===== src/rtl/lnkseq_pkg.sv =====
package lnkseq_pkg;

   localparam int FIELD_W  = 32;   // widest raw field
   localparam int CNT_W    = 6;    // bit/toggle counter width
   localparam int IDX_W    = 5;    // script index width
   localparam int SEL_TOG  = 7;    // selection escape toggles
   localparam int NIB_BITS = 4;
   localparam int INIT_BITS = 24;
   localparam int CMD_BITS = 9;    // {arg[4:0], op[3:0]}
   localparam int N_FULL   = 16;
   localparam int N_SHORT  = 7;

   typedef enum logic [1:0] {
      ST_ESC  = 2'd0,
      ST_RAW  = 2'd1,
      ST_SCAN = 2'd2
   } step_kind_e;

   typedef struct packed {
      step_kind_e            kind;
      logic [CNT_W-1:0]      count;
      logic [FIELD_W-1:0]    field;
   } step_t;

   function automatic step_t mk_step(input step_kind_e k, input int n,
                                     input logic [FIELD_W-1:0] f);
      step_t r;
      r.kind  = k;
      r.count = CNT_W'(n);
      r.field = f;
      return r;
   endfunction

   function automatic logic [FIELD_W-1:0] cmd_word(input logic [3:0] op,
                                                   input logic [4:0] arg);
      return {{(FIELD_W-CMD_BITS){1'b0}}, arg, op};
   endfunction

endpackage


===== src/rtl/lnkseq_tick.sv =====
module lnkseq_tick #(
   parameter int DIV_W = 8
) (
   input  logic             clk,
   input  logic             rst_n,
   input  logic             en_i,
   input  logic [DIV_W-1:0] div_i,
   output logic             tick_o
);

   logic [DIV_W-1:0] cnt_q;

   always_ff @(posedge clk) begin
      if (!rst_n) begin
         cnt_q  <= '0;
         tick_o <= 1'b0;
      end else if (!en_i) begin
         cnt_q  <= div_i;
         tick_o <= 1'b0;
      end else if (cnt_q == '0) begin
         cnt_q  <= div_i;
         tick_o <= 1'b1;
      end else begin
         cnt_q  <= cnt_q - 1'b1;
         tick_o <= 1'b0;
      end
   end

   // ticks are single-cycle when the divider is above zero
   p_tick_single_r9: assert property (@(posedge clk) disable iff (!rst_n)
      (tick_o && en_i && div_i != '0 && $stable(div_i)) |=> !tick_o);

endmodule


===== src/rtl/lnkseq_script.sv =====
module lnkseq_script
   import lnkseq_pkg::*;
#(
   parameter int RST_TOGGLES = 10,
   parameter int RST_CLOCKS  = 22
) (
   input  logic             short_i,
   input  logic [IDX_W-1:0] idx_i,
   output step_t            step_o,
   output logic             last_o
);

   localparam logic [IDX_W-1:0] LAST_FULL  = IDX_W'(N_FULL - 1);
   localparam logic [IDX_W-1:0] LAST_SHORT = IDX_W'(N_SHORT - 1);

   assign last_o = (idx_i == (short_i ? LAST_SHORT : LAST_FULL));

   always_comb begin
      step_o = mk_step(ST_RAW, NIB_BITS, '0);
      case (idx_i)
         5'd0: step_o = mk_step(ST_ESC, RST_TOGGLES, '0);
         5'd1: step_o = mk_step(ST_RAW, RST_CLOCKS, '1);
         5'd2: step_o = mk_step(ST_RAW, 1, '0);
         5'd3: step_o = mk_step(ST_ESC, SEL_TOG, '0);
         default: begin
            if (short_i) begin
               case (idx_i)
                  5'd4:    step_o = mk_step(ST_RAW, NIB_BITS, FIELD_W'(4'hC));
                  5'd5:    step_o = mk_step(ST_RAW, NIB_BITS, FIELD_W'(4'h8));
                  default: step_o = mk_step(ST_RAW, NIB_BITS, '0);
               endcase
            end else begin
               case (idx_i)
                  5'd6:    step_o = mk_step(ST_RAW, INIT_BITS, '0);
                  5'd8:    step_o = mk_step(ST_RAW, CMD_BITS, cmd_word(4'd0, 5'd2));
                  5'd9:    step_o = mk_step(ST_RAW, CMD_BITS, cmd_word(4'd1, 5'd1));
                  5'd10:   step_o = mk_step(ST_RAW, CMD_BITS, cmd_word(4'd3, 5'd9));
                  5'd12:   step_o = mk_step(ST_RAW, CMD_BITS, cmd_word(4'd7, 5'd0));
                  5'd13:   step_o = mk_step(ST_SCAN, 1, '0);
                  5'd15:   step_o = mk_step(ST_SCAN, 6, FIELD_W'(6'h1B));
                  default: step_o = mk_step(ST_RAW, NIB_BITS, '0);
               endcase
            end
         end
      endcase
   end

endmodule


===== src/rtl/lnkseq_engine.sv =====
module lnkseq_engine
   import lnkseq_pkg::*;
(
   input  logic  clk,
   input  logic  rst_n,
   input  logic  tick_i,
   input  logic  load_i,
   input  step_t step_i,
   output logic  done_o,
   output logic  link_clk_o,
   output logic  link_dat_o,
   output logic  link_oe_o
);

   step_kind_e          kind_q;
   logic [CNT_W-1:0]    cnt_q;
   logic [FIELD_W-1:0]  sh_q;
   logic                phase_q;
   logic [1:0]          slot_q;
   logic                run_q;
   logic                clk_q, dat_q, oe_q, done_q;
   logic                last_unit;

   assign last_unit  = (cnt_q == CNT_W'(1));
   assign done_o     = done_q;
   assign link_clk_o = clk_q;
   assign link_dat_o = dat_q;
   assign link_oe_o  = oe_q;

   always_ff @(posedge clk) begin
      if (!rst_n) begin
         kind_q  <= ST_ESC;
         cnt_q   <= '0;
         sh_q    <= '0;
         phase_q <= 1'b0;
         slot_q  <= 2'd0;
         run_q   <= 1'b0;
         clk_q   <= 1'b1;
         dat_q   <= 1'b0;
         oe_q    <= 1'b1;
         done_q  <= 1'b0;
      end else begin
         done_q <= 1'b0;
         if (load_i) begin
            kind_q  <= step_i.kind;
            cnt_q   <= step_i.count;
            sh_q    <= step_i.field;
            phase_q <= 1'b0;
            slot_q  <= 2'd0;
            run_q   <= 1'b1;
         end else if (tick_i && run_q) begin
            case (kind_q)
               ST_ESC: begin
                  // toggle under a high clock
                  clk_q <= 1'b1;
                  oe_q  <= 1'b1;
                  dat_q <= ~dat_q;
                  if (last_unit) begin
                     run_q  <= 1'b0;
                     done_q <= 1'b1;
                  end else begin
                     cnt_q <= cnt_q - 1'b1;
                  end
               end
               ST_RAW: begin
                  if (!phase_q) begin
                     clk_q   <= 1'b0;
                     dat_q   <= sh_q[0];
                     oe_q    <= 1'b1;
                     phase_q <= 1'b1;
                  end else begin
                     clk_q   <= 1'b1;
                     sh_q    <= sh_q >> 1;
                     phase_q <= 1'b0;
                     if (last_unit) begin
                        run_q  <= 1'b0;
                        done_q <= 1'b1;
                     end else begin
                        cnt_q <= cnt_q - 1'b1;
                     end
                  end
               end
               default: begin
                  if (!phase_q) begin
                     clk_q   <= 1'b0;
                     phase_q <= 1'b1;
                     case (slot_q)
                        2'd0: begin dat_q <= 1'b1;    oe_q <= 1'b1; end
                        2'd1: begin dat_q <= sh_q[0]; oe_q <= 1'b1; end
                        default: oe_q <= 1'b0;
                     endcase
                  end else begin
                     clk_q   <= 1'b1;
                     oe_q    <= 1'b1;
                     phase_q <= 1'b0;
                     if (slot_q == 2'd2) begin
                        slot_q <= 2'd0;
                        sh_q   <= sh_q >> 1;
                        if (last_unit) begin
                           run_q  <= 1'b0;
                           done_q <= 1'b1;
                        end else begin
                           cnt_q <= cnt_q - 1'b1;
                        end
                     end else begin
                        slot_q <= slot_q + 1'b1;
                     end
                  end
               end
            endcase
         end
      end
   end

   // clock stays high through an escape
   p_esc_clk_high_r1: assert property (@(posedge clk) disable iff (!rst_n)
      (run_q && kind_q == ST_ESC) |-> clk_q);

   // line released only with the clock low
   p_release_low_r6: assert property (@(posedge clk) disable iff (!rst_n)
      !oe_q |-> !clk_q);

   // data moves under a high clock only within an escape
   p_hold_high_r8: assert property (@(posedge clk) disable iff (!rst_n)
      (!$stable(dat_q) && clk_q && $past(clk_q)) |-> $past(run_q && kind_q == ST_ESC));

   // clock edges only on divider ticks
   p_edge_on_tick_r9: assert property (@(posedge clk) disable iff (!rst_n)
      !$stable(clk_q) |-> $past(tick_i));

endmodule


===== src/rtl/link_connect_seq.sv =====
module link_connect_seq
   import lnkseq_pkg::*;
#(
   parameter int DIV_W       = 8,
   parameter int RST_TOGGLES = 10,
   parameter int RST_CLOCKS  = 22
) (
   input  logic             clk,
   input  logic             rst_n,
   input  logic             start_i,
   input  logic             short_mode_i,
   input  logic [DIV_W-1:0] div_i,
   output logic             busy_o,
   output logic             done_o,
   output logic             link_clk_o,
   output logic             link_dat_o,
   output logic             link_dat_oe_o
);

   if (DIV_W < 1) begin : g_chk_div
      $error("DIV_W must be at least 1");
   end
   if (RST_TOGGLES < 8 || RST_TOGGLES >= (1 << CNT_W)) begin : g_chk_esc
      $error("RST_TOGGLES must be >= 8 and fit the counter");
   end
   if (RST_CLOCKS < 22 || RST_CLOCKS > FIELD_W) begin : g_chk_rst
      $error("RST_CLOCKS must lie in 22..FIELD_W");
   end

   typedef enum logic [1:0] {SQ_IDLE, SQ_LOAD, SQ_WAIT} sq_e;

   sq_e              state_q;
   logic             mode_q;
   logic [IDX_W-1:0] idx_q;
   logic             tick;
   logic             eng_done;
   logic             is_last;
   step_t            cur_step;

   lnkseq_tick #(.DIV_W(DIV_W)) i_tick (
      .clk    (clk),
      .rst_n  (rst_n),
      .en_i   (busy_o),
      .div_i  (div_i),
      .tick_o (tick)
   );

   lnkseq_script #(.RST_TOGGLES(RST_TOGGLES), .RST_CLOCKS(RST_CLOCKS)) i_script (
      .short_i (mode_q),
      .idx_i   (idx_q),
      .step_o  (cur_step),
      .last_o  (is_last)
   );

   lnkseq_engine i_engine (
      .clk        (clk),
      .rst_n      (rst_n),
      .tick_i     (tick),
      .load_i     (state_q == SQ_LOAD),
      .step_i     (cur_step),
      .done_o     (eng_done),
      .link_clk_o (link_clk_o),
      .link_dat_o (link_dat_o),
      .link_oe_o  (link_dat_oe_o)
   );

   always_ff @(posedge clk) begin
      if (!rst_n) begin
         state_q <= SQ_IDLE;
         mode_q  <= 1'b0;
         idx_q   <= '0;
         busy_o  <= 1'b0;
         done_o  <= 1'b0;
      end else begin
         case (state_q)
            SQ_IDLE: begin
               if (start_i) begin
                  mode_q  <= short_mode_i;
                  idx_q   <= '0;
                  busy_o  <= 1'b1;
                  done_o  <= 1'b0;
                  state_q <= SQ_LOAD;
               end
            end
            SQ_LOAD: state_q <= SQ_WAIT;
            default: begin
               if (eng_done) begin
                  if (is_last) begin
                     busy_o  <= 1'b0;
                     done_o  <= 1'b1;
                     state_q <= SQ_IDLE;
                  end else begin
                     idx_q   <= idx_q + 1'b1;
                     state_q <= SQ_LOAD;
                  end
               end
            end
         endcase
      end
   end

   p_busy_done_excl_r10: assert property (@(posedge clk) disable iff (!rst_n)
      !(busy_o && done_o));

   p_done_at_end_r10: assert property (@(posedge clk) disable iff (!rst_n)
      $rose(done_o) |-> ($past(busy_o) && !busy_o));

   p_mode_frozen_r11: assert property (@(posedge clk) disable iff (!rst_n)
      ($past(busy_o) && busy_o) |-> $stable(mode_q));

   p_idx_range_r5: assert property (@(posedge clk) disable iff (!rst_n)
      idx_q <= (mode_q ? IDX_W'(N_SHORT - 1) : IDX_W'(N_FULL - 1)));

endmodule


===== config.mk =====
export PLATFORM = sky130hd
export DESIGN_NAME = link_connect_seq
export DESIGN_NICKNAME = d
export VERILOG_FILES = /design/src/rtl/lnkseq_pkg.sv /design/src/rtl/lnkseq_tick.sv /design/src/rtl/lnkseq_script.sv /design/src/rtl/lnkseq_engine.sv /design/src/rtl/link_connect_seq.sv
export SDC_FILE = /design/constraint.sdc
export NUM_CORES = 1
export LEC_CHECK = 0
export ABC_CLOCK_PERIOD_IN_PS = 5150
export BUFFER_PORTS_ARGS = -buffer_cell sky130_fd_sc_hd__buf_2
export CORE_MARGIN = 1.5
export CORE_UTILIZATION = 30
export DETAILED_ROUTE_END_ITERATION = 16
export SLEW_MARGIN = 20
export SYNTH_ARGS = -nofsm -noshare
export SYNTH_HDL_FRONTEND = slang
export SYNTH_SLANG_ARGS = --single-unit

===== constraint.sdc =====
create_clock -name clk -period 5.15 [get_ports clk]
set_input_delay 1.03 -clock clk [delete_from_list [all_inputs] [get_ports clk]]
set_output_delay 1.03 -clock clk [all_outputs]
set_load 0.02 [all_outputs]

==> flow_summary.html <==
<table>
<tr><th>Metric</th><th>Value</th></tr>
<tr><th colspan="2">Clock network</th></tr>
<tr><td>Clock-pin slew on the worst setup and hold paths</td><td>~70 ps</td></tr>
<tr><td>Hold-fix buffers at CTS</td><td>0</td></tr>
<tr><td>Htree depth</td><td>3</td></tr>
<tr><td>Total of cells resized after clock tree synthesis</td><td>0</td></tr>
<tr><td>TritonCTS clock tree</td><td>built</td></tr>
<tr><td># clock sinks</td><td>67</td></tr>
<tr><td>Clk buf depth</td><td>2</td></tr>
<tr><td>Clk Tree Root Cell</td><td>sky130_fd_sc_hd__clkbuf_8</td></tr>
<tr><td>Clock insertion delay at the later pin of the skew report</td><td>340 ps</td></tr>
<tr><td># Post-CTS Setup Buffers</td><td>0</td></tr>
<tr><td>Total clock buffers created by CTS</td><td>9</td></tr>
<tr><th colspan="2">Setup path</th></tr>
<tr><td>Critical path peak fanout</td><td>29</td></tr>
<tr><td>Gate family responsible for the most delay along the worst path</td><td>compound AO/OA/AOI/OAI gates</td></tr>
<tr><td>Delay contributed by the slowest stage of the critical path</td><td>between 700 and 800 ps</td></tr>
<tr><td>Required time worst endpoint</td><td>between 5000 and 6000 ps</td></tr>
<tr><td>R2R setup slack</td><td>roughly 2600 ps</td></tr>
<tr><td>Crit end category</td><td>flop</td></tr>
<tr><td>Reg2Reg Depth</td><td>5</td></tr>
<tr><td>Type of the worst setup path</td><td>reg -&gt; reg</td></tr>
<tr><td>Critical register-to-register path endpoint</td><td>i_engine.sh_q[0]</td></tr>
<tr><td>Combined buffer and inverter count along the critical path</td><td>0</td></tr>
<tr><td>Slowest-stage cell, CP</td><td>sky130_fd_sc_hd__a21o_1</td></tr>
<tr><td>Reg-to-Reg Start</td><td>i_engine.kind_q[1]</td></tr>
<tr><td>Ordered list of cells on the worst path</td><td>o21ai_0 &gt; a211oi_1 &gt; a21o_1 &gt; o211ai_1 &gt; o211a_1</td></tr>
<tr><td>Nature of the critical path startpoint</td><td>flop</td></tr>
<tr><td>Arrival time at the worst endpoint</td><td>roughly 2800 ps</td></tr>
<tr><th colspan="2">Yosys</th></tr>
<tr><td>Post-synthesis sequential element count</td><td>67</td></tr>
<tr><td>Cell type with the largest total area after synthesis</td><td>sky130_fd_sc_hd__dfxtp_1</td></tr>
<tr><td>Total number of yosys warnings</td><td>0</td></tr>
<tr><td>Most used flip-flop cell after synthesis</td><td>sky130_fd_sc_hd__dfxtp_1</td></tr>
<tr><td>Fraction of post-synthesis cell area in the top cell type by area</td><td>0.4038</td></tr>
<tr><td>Top cells by area in the synthesized netlist</td><td>sky130_fd_sc_hd__dfxtp_1 40%, sky130_fd_sc_hd__a21oi_1 7.4%, sky130_fd_sc_hd__nand2_1 5.9%</td></tr>
<tr><td>Sequential share of the synthesized area</td><td>0.4038</td></tr>
<tr><td>Number of different library cells in the post-synthesis netlist</td><td>56</td></tr>
<tr><td>Number of cells produced by synthesis</td><td>402</td></tr>
<tr><td>Async S/R FF share, synth</td><td>0</td></tr>
<tr><td>Syn Nets</td><td>around 420</td></tr>
<tr><td>Netlist area before placement</td><td>approximately 3300 sq um</td></tr>
<tr><td>Number of synthesized flops with an enable pin</td><td>0</td></tr>
<tr><td>Mean post-synth cell area</td><td>8.264 sq um</td></tr>
<tr><th colspan="2">GRT</th></tr>
<tr><td>Total overflow reported by the global router</td><td>0</td></tr>
<tr><td>Met1 Resource Use GR</td><td>0.1697</td></tr>
<tr><td>Initial antenna violation count</td><td>0</td></tr>
<tr><td>Met3 track utilization from global routing</td><td>0.03918</td></tr>
<tr><td>Global-route wire length before repair</td><td>12340 um</td></tr>
<tr><td>Vias in the first global route</td><td>between 2000 and 3000</td></tr>
<tr><td>Met2 layer usage reported by global route</td><td>0.2152</td></tr>
<tr><td>Maximum number of pins on one net before global-route repair</td><td>46</td></tr>
<tr><td>Most heavily used metal layer in global routing</td><td>met2</td></tr>
<tr><td>Gr usage total</td><td>0.1324</td></tr>
<tr><th colspan="2">Floorplan</th></tr>
<tr><td>Starting density of the core</td><td>0.3064</td></tr>
<tr><td>Placeable Area</td><td>about 11000 sq um</td></tr>
<tr><td>Number of rows in the core area</td><td>38</td></tr>
<tr><td>Top-level I/O count</td><td>17</td></tr>
<tr><td>Height of the chip</td><td>between 100 and 150 um</td></tr>
<tr><td>Die Outline Area</td><td>~12000 sq um</td></tr>
<tr><td>Die Width</td><td>~110 um</td></tr>
<tr><th colspan="2">Power and ir drop</th></tr>
<tr><td>Final Power</td><td>about 1200 uW</td></tr>
<tr><td>Highest ir drop seen on vdd</td><td>0.0002238 V</td></tr>
<tr><td>Static leakage</td><td>about 0.0013 uW</td></tr>
<tr><td>Combinational fraction of design power</td><td>0.101</td></tr>
<tr><td>Internal Pwr Total</td><td>roughly 940 uW</td></tr>
<tr><td>Sequential Power Share</td><td>0.464</td></tr>
<tr><td>Total power divided by cell area</td><td>between 300 and 400 nW/um^2</td></tr>
<tr><td>Clock power frac</td><td>0.435</td></tr>
<tr><td>Net Sw Frac</td><td>0.2442</td></tr>
<tr><td>Switching pwr</td><td>between 300 and 400 uW</td></tr>
<tr><th colspan="2">Hold path</th></tr>
<tr><td>Hold path start</td><td>i_engine.sh_q[17]</td></tr>
<tr><td>Worst hold path cell count</td><td>2</td></tr>
<tr><td>Worst hold endpoint</td><td>i_engine.sh_q[16]</td></tr>
<tr><td>Worst hold path class</td><td>reg -&gt; reg</td></tr>
<tr><th colspan="2">STA</th></tr>
<tr><td>Worst Clk Skew</td><td>approximately 7.4 ps</td></tr>
<tr><td>Worst-case hold slack</td><td>454.6 ps</td></tr>
<tr><td>Post-route minimum period</td><td>approximately 2500 ps</td></tr>
<tr><td>Summed negative setup slack over all endpoints</td><td>0 ps</td></tr>
<tr><td>Total count of hold-check failures in the final report</td><td>0</td></tr>
<tr><td>Slew Limit Headroom</td><td>0.3679</td></tr>
<tr><td>Final Max Slew Viols</td><td>0</td></tr>
<tr><td>Peak Freq</td><td>between 0.3 and 0.4 GHz</td></tr>
<tr><td>Share of the cycle needed by the critical path after routing</td><td>0.4876</td></tr>
<tr><td>Setup repair after global routing missed its margin</td><td>false</td></tr>
<tr><td>Final Setup Violations</td><td>0</td></tr>
<tr><td>Transition time at the pin with the least slew margin</td><td>between 900 and 1000 ps</td></tr>
<tr><th colspan="2">Finish</th></tr>
<tr><td>Final design utilization</td><td>0.3368</td></tr>
<tr><td>Proportion of layout cells with a drive suffix above 1</td><td>0.1232</td></tr>
<tr><td>Post-route standard cell area excluding fillers</td><td>3651 sq um</td></tr>
<tr><td>Number of diodes added for antenna fixing</td><td>0</td></tr>
<tr><td>Final Net Count</td><td>around 420</td></tr>
<tr><td>Area growth from synthesis to final layout</td><td>9.906%</td></tr>
<tr><th colspan="2">Placement</th></tr>
<tr><td>DPL Wire Length</td><td>approximately 4600 um</td></tr>
<tr><td>Weighted congestion reported at the end of routability-driven placement</td><td>around 0.9</td></tr>
<tr><td>Placed instance area</td><td>between 3000 and 4000 sq um</td></tr>
<tr><td>I/O Buffers</td><td>16</td></tr>
<tr><th colspan="2">Route</th></tr>
<tr><td>Total Wirelength</td><td>just over 7000 um</td></tr>
<tr><td>Number of nets with antenna violations after detailed routing</td><td>0</td></tr>
<tr><td>Total via count after detailed routing</td><td>roughly 2800</td></tr>
<tr><td>First-pass iteration count of the detailed router</td><td>4</td></tr>
<tr><td>DR iter-0 viols</td><td>235</td></tr>
<tr><td>Post-detailed-route DRC marker count</td><td>0</td></tr>
<tr><td>Wire length per cell after detailed routing</td><td>between 10 and 15 um</td></tr>
<tr><td>Vias per cell</td><td>5.134</td></tr>
<tr><th colspan="2">Run status</th></tr>
<tr><td>Status</td><td>complete, no violations</td></tr>
<tr><th colspan="2">Job</th></tr>
<tr><td>Count of maximum capacitance violations</td><td>0</td></tr>
</table>
==> area by class of cell <==
class,count,area (sq um)
fillers,1161,7189
multi-input cells,296,1759
flip-flops and latches,67,1341
well taps,140,175.2
clock buffers,10,137.6
clock inverters,6,112.6
repair buffers,17,87.58
inverters,10,37.54
==> synthesized netlist by cell type (3+ instances only) <==
cell type / n
sky130_fd_sc_hd__nand2_1: 52
sky130_fd_sc_hd__nand3_1: 11
sky130_fd_sc_hd__buf_2: 3
sky130_fd_sc_hd__ha_1: 10
sky130_fd_sc_hd__a21oi_1: 49
sky130_fd_sc_hd__mux2i_1: 4
sky130_fd_sc_hd__inv_1: 10
sky130_fd_sc_hd__o21ai_0: 37
sky130_fd_sc_hd__dfxtp_1: 67
sky130_fd_sc_hd__nor3_1: 7
sky130_fd_sc_hd__clkbuf_1: 15
sky130_fd_sc_hd__o211ai_1: 5
sky130_fd_sc_hd__nor2b_1: 4
sky130_fd_sc_hd__buf_6: 5
sky130_fd_sc_hd__xnor2_1: 9
sky130_fd_sc_hd__xor2_1: 4
sky130_fd_sc_hd__nor2_1: 31
sky130_fd_sc_hd__nand4_1: 4
sky130_fd_sc_hd__a211oi_1: 9
sky130_fd_sc_hd__a31oi_1: 4
sky130_fd_sc_hd__clkbuf_8: 3
sky130_fd_sc_hd__o31ai_1: 5
sky130_fd_sc_hd__clkbuf_2: 3
sky130_fd_sc_hd__nand2b_1: 4
sky130_fd_sc_hd__or3_1: 3
sky130_fd_sc_hd__nor4_1: 5
sky130_fd_sc_hd__nand3b_1: 4
==> worst max-delay path by stage <==
stage,from,endpoint,slack (ps),cells after the start
6_report,i_engine.kind_q[1],i_engine.sh_q[0],2640,5
3_5_place_dp,rst_n,idx_q[0],2510,3
5_1_grt,i_engine.kind_q[1],i_engine.sh_q[0],2320,5
2_1_floorplan,idx_q[0],i_engine.sh_q[5],2970,7
3_3_place_gp,rst_n,idx_q[0],2570,3
4_1_cts,i_engine.kind_q[1],i_engine.sh_q[0],2650,5
==> layer usage <==
layer / routed length [um] / vias to the layer above
met5: 0 / -
met4: 39 / 0
li1: - / 1426
met2: 3266 / 45
met1: 3493 / 1328
met3: 300 / 4
==> per-stage QoR <==
| stage | cells | setup slack (ps) |
|---|---|---|
| final | 546 | 2639 |
| after global routing | 546 | 2316 |
| after CTS | 546 | 2653 |
| after detailed placement | 530 | 2509 |
| after global placement | 530 | 2568 |
| after floorplan | 402 | 2968 |
==> registers in the layout (all words and copies together) (netlist names) <==
signal               count
i_engine.link_dat_o      1
i_engine.cnt_q           6
i_engine.slot_q          2
i_engine.run_q           1
i_engine.kind_q          2
busy_o                   1
i_engine.phase_q         1
i_engine.link_clk_o      1
i_engine.sh_q           32
i_tick.tick_o            1
mode_q                   1
i_engine.done_o          1
idx_q                    5
state_q                  2
i_engine.link_oe_o       1
i_tick.cnt_q             8
done_o                   1
==> worst min-delay path: cells and delay by family (launching register included) <==
| family | cells | cell delay [ps] |
|---|---|---|
| DFF | 1 | 310 |
| and+or+nand+nor | 1 | 50 |
| AOI/OAI and AO/OA | 1 | 50 |
==> power groups by stage <==
stage                     registers, uW  logic (uW)  clock network [uW]
after detailed placement            586         125                   0
final                               575         125                 538
after floorplan                     580         107                   0
after global routing                579         144                 579
after global placement              585         121                   0
after CTS                           574         125                 552
==> cell families after synthesis <==
| logic type | after synthesis | synth area share |
|---|---|---|
| XOR/XNOR | 13 | 0.03428 |
| flip-flops | 67 | 0.4038 |
| multiplexers | 4 | 0.01205 |
| AND/OR/NAND/NOR | 140 | 0.2068 |
| buffers and inverters | 39 | 0.06666 |
| adder cells (fa/ha/maj) | 10 | 0.03766 |
| AO/OA/AOI/OAI | 129 | 0.2388 |
==> cell usage in the layout (no fill, tap or decap), types with 5 or more instances in the layout <==
master,synthesis,layout
sky130_fd_sc_hd__dfxtp_1,67,67
sky130_fd_sc_hd__nand2_1,52,52
sky130_fd_sc_hd__a21oi_1,49,49
sky130_fd_sc_hd__o21ai_0,37,37
sky130_fd_sc_hd__nor2_1,31,31
sky130_fd_sc_hd__buf_2,3,16
sky130_fd_sc_hd__nand3_1,11,11
sky130_fd_sc_hd__inv_1,10,10
sky130_fd_sc_hd__ha_1,10,10
sky130_fd_sc_hd__clkbuf_8,3,10
sky130_fd_sc_hd__a211oi_1,9,9
sky130_fd_sc_hd__xnor2_1,9,9
sky130_fd_sc_hd__nor3_1,7,7
sky130_fd_sc_hd__nor4_1,5,5
sky130_fd_sc_hd__o31ai_1,5,5
sky130_fd_sc_hd__o211ai_1,5,5
(Power assumes the default switching activity.)
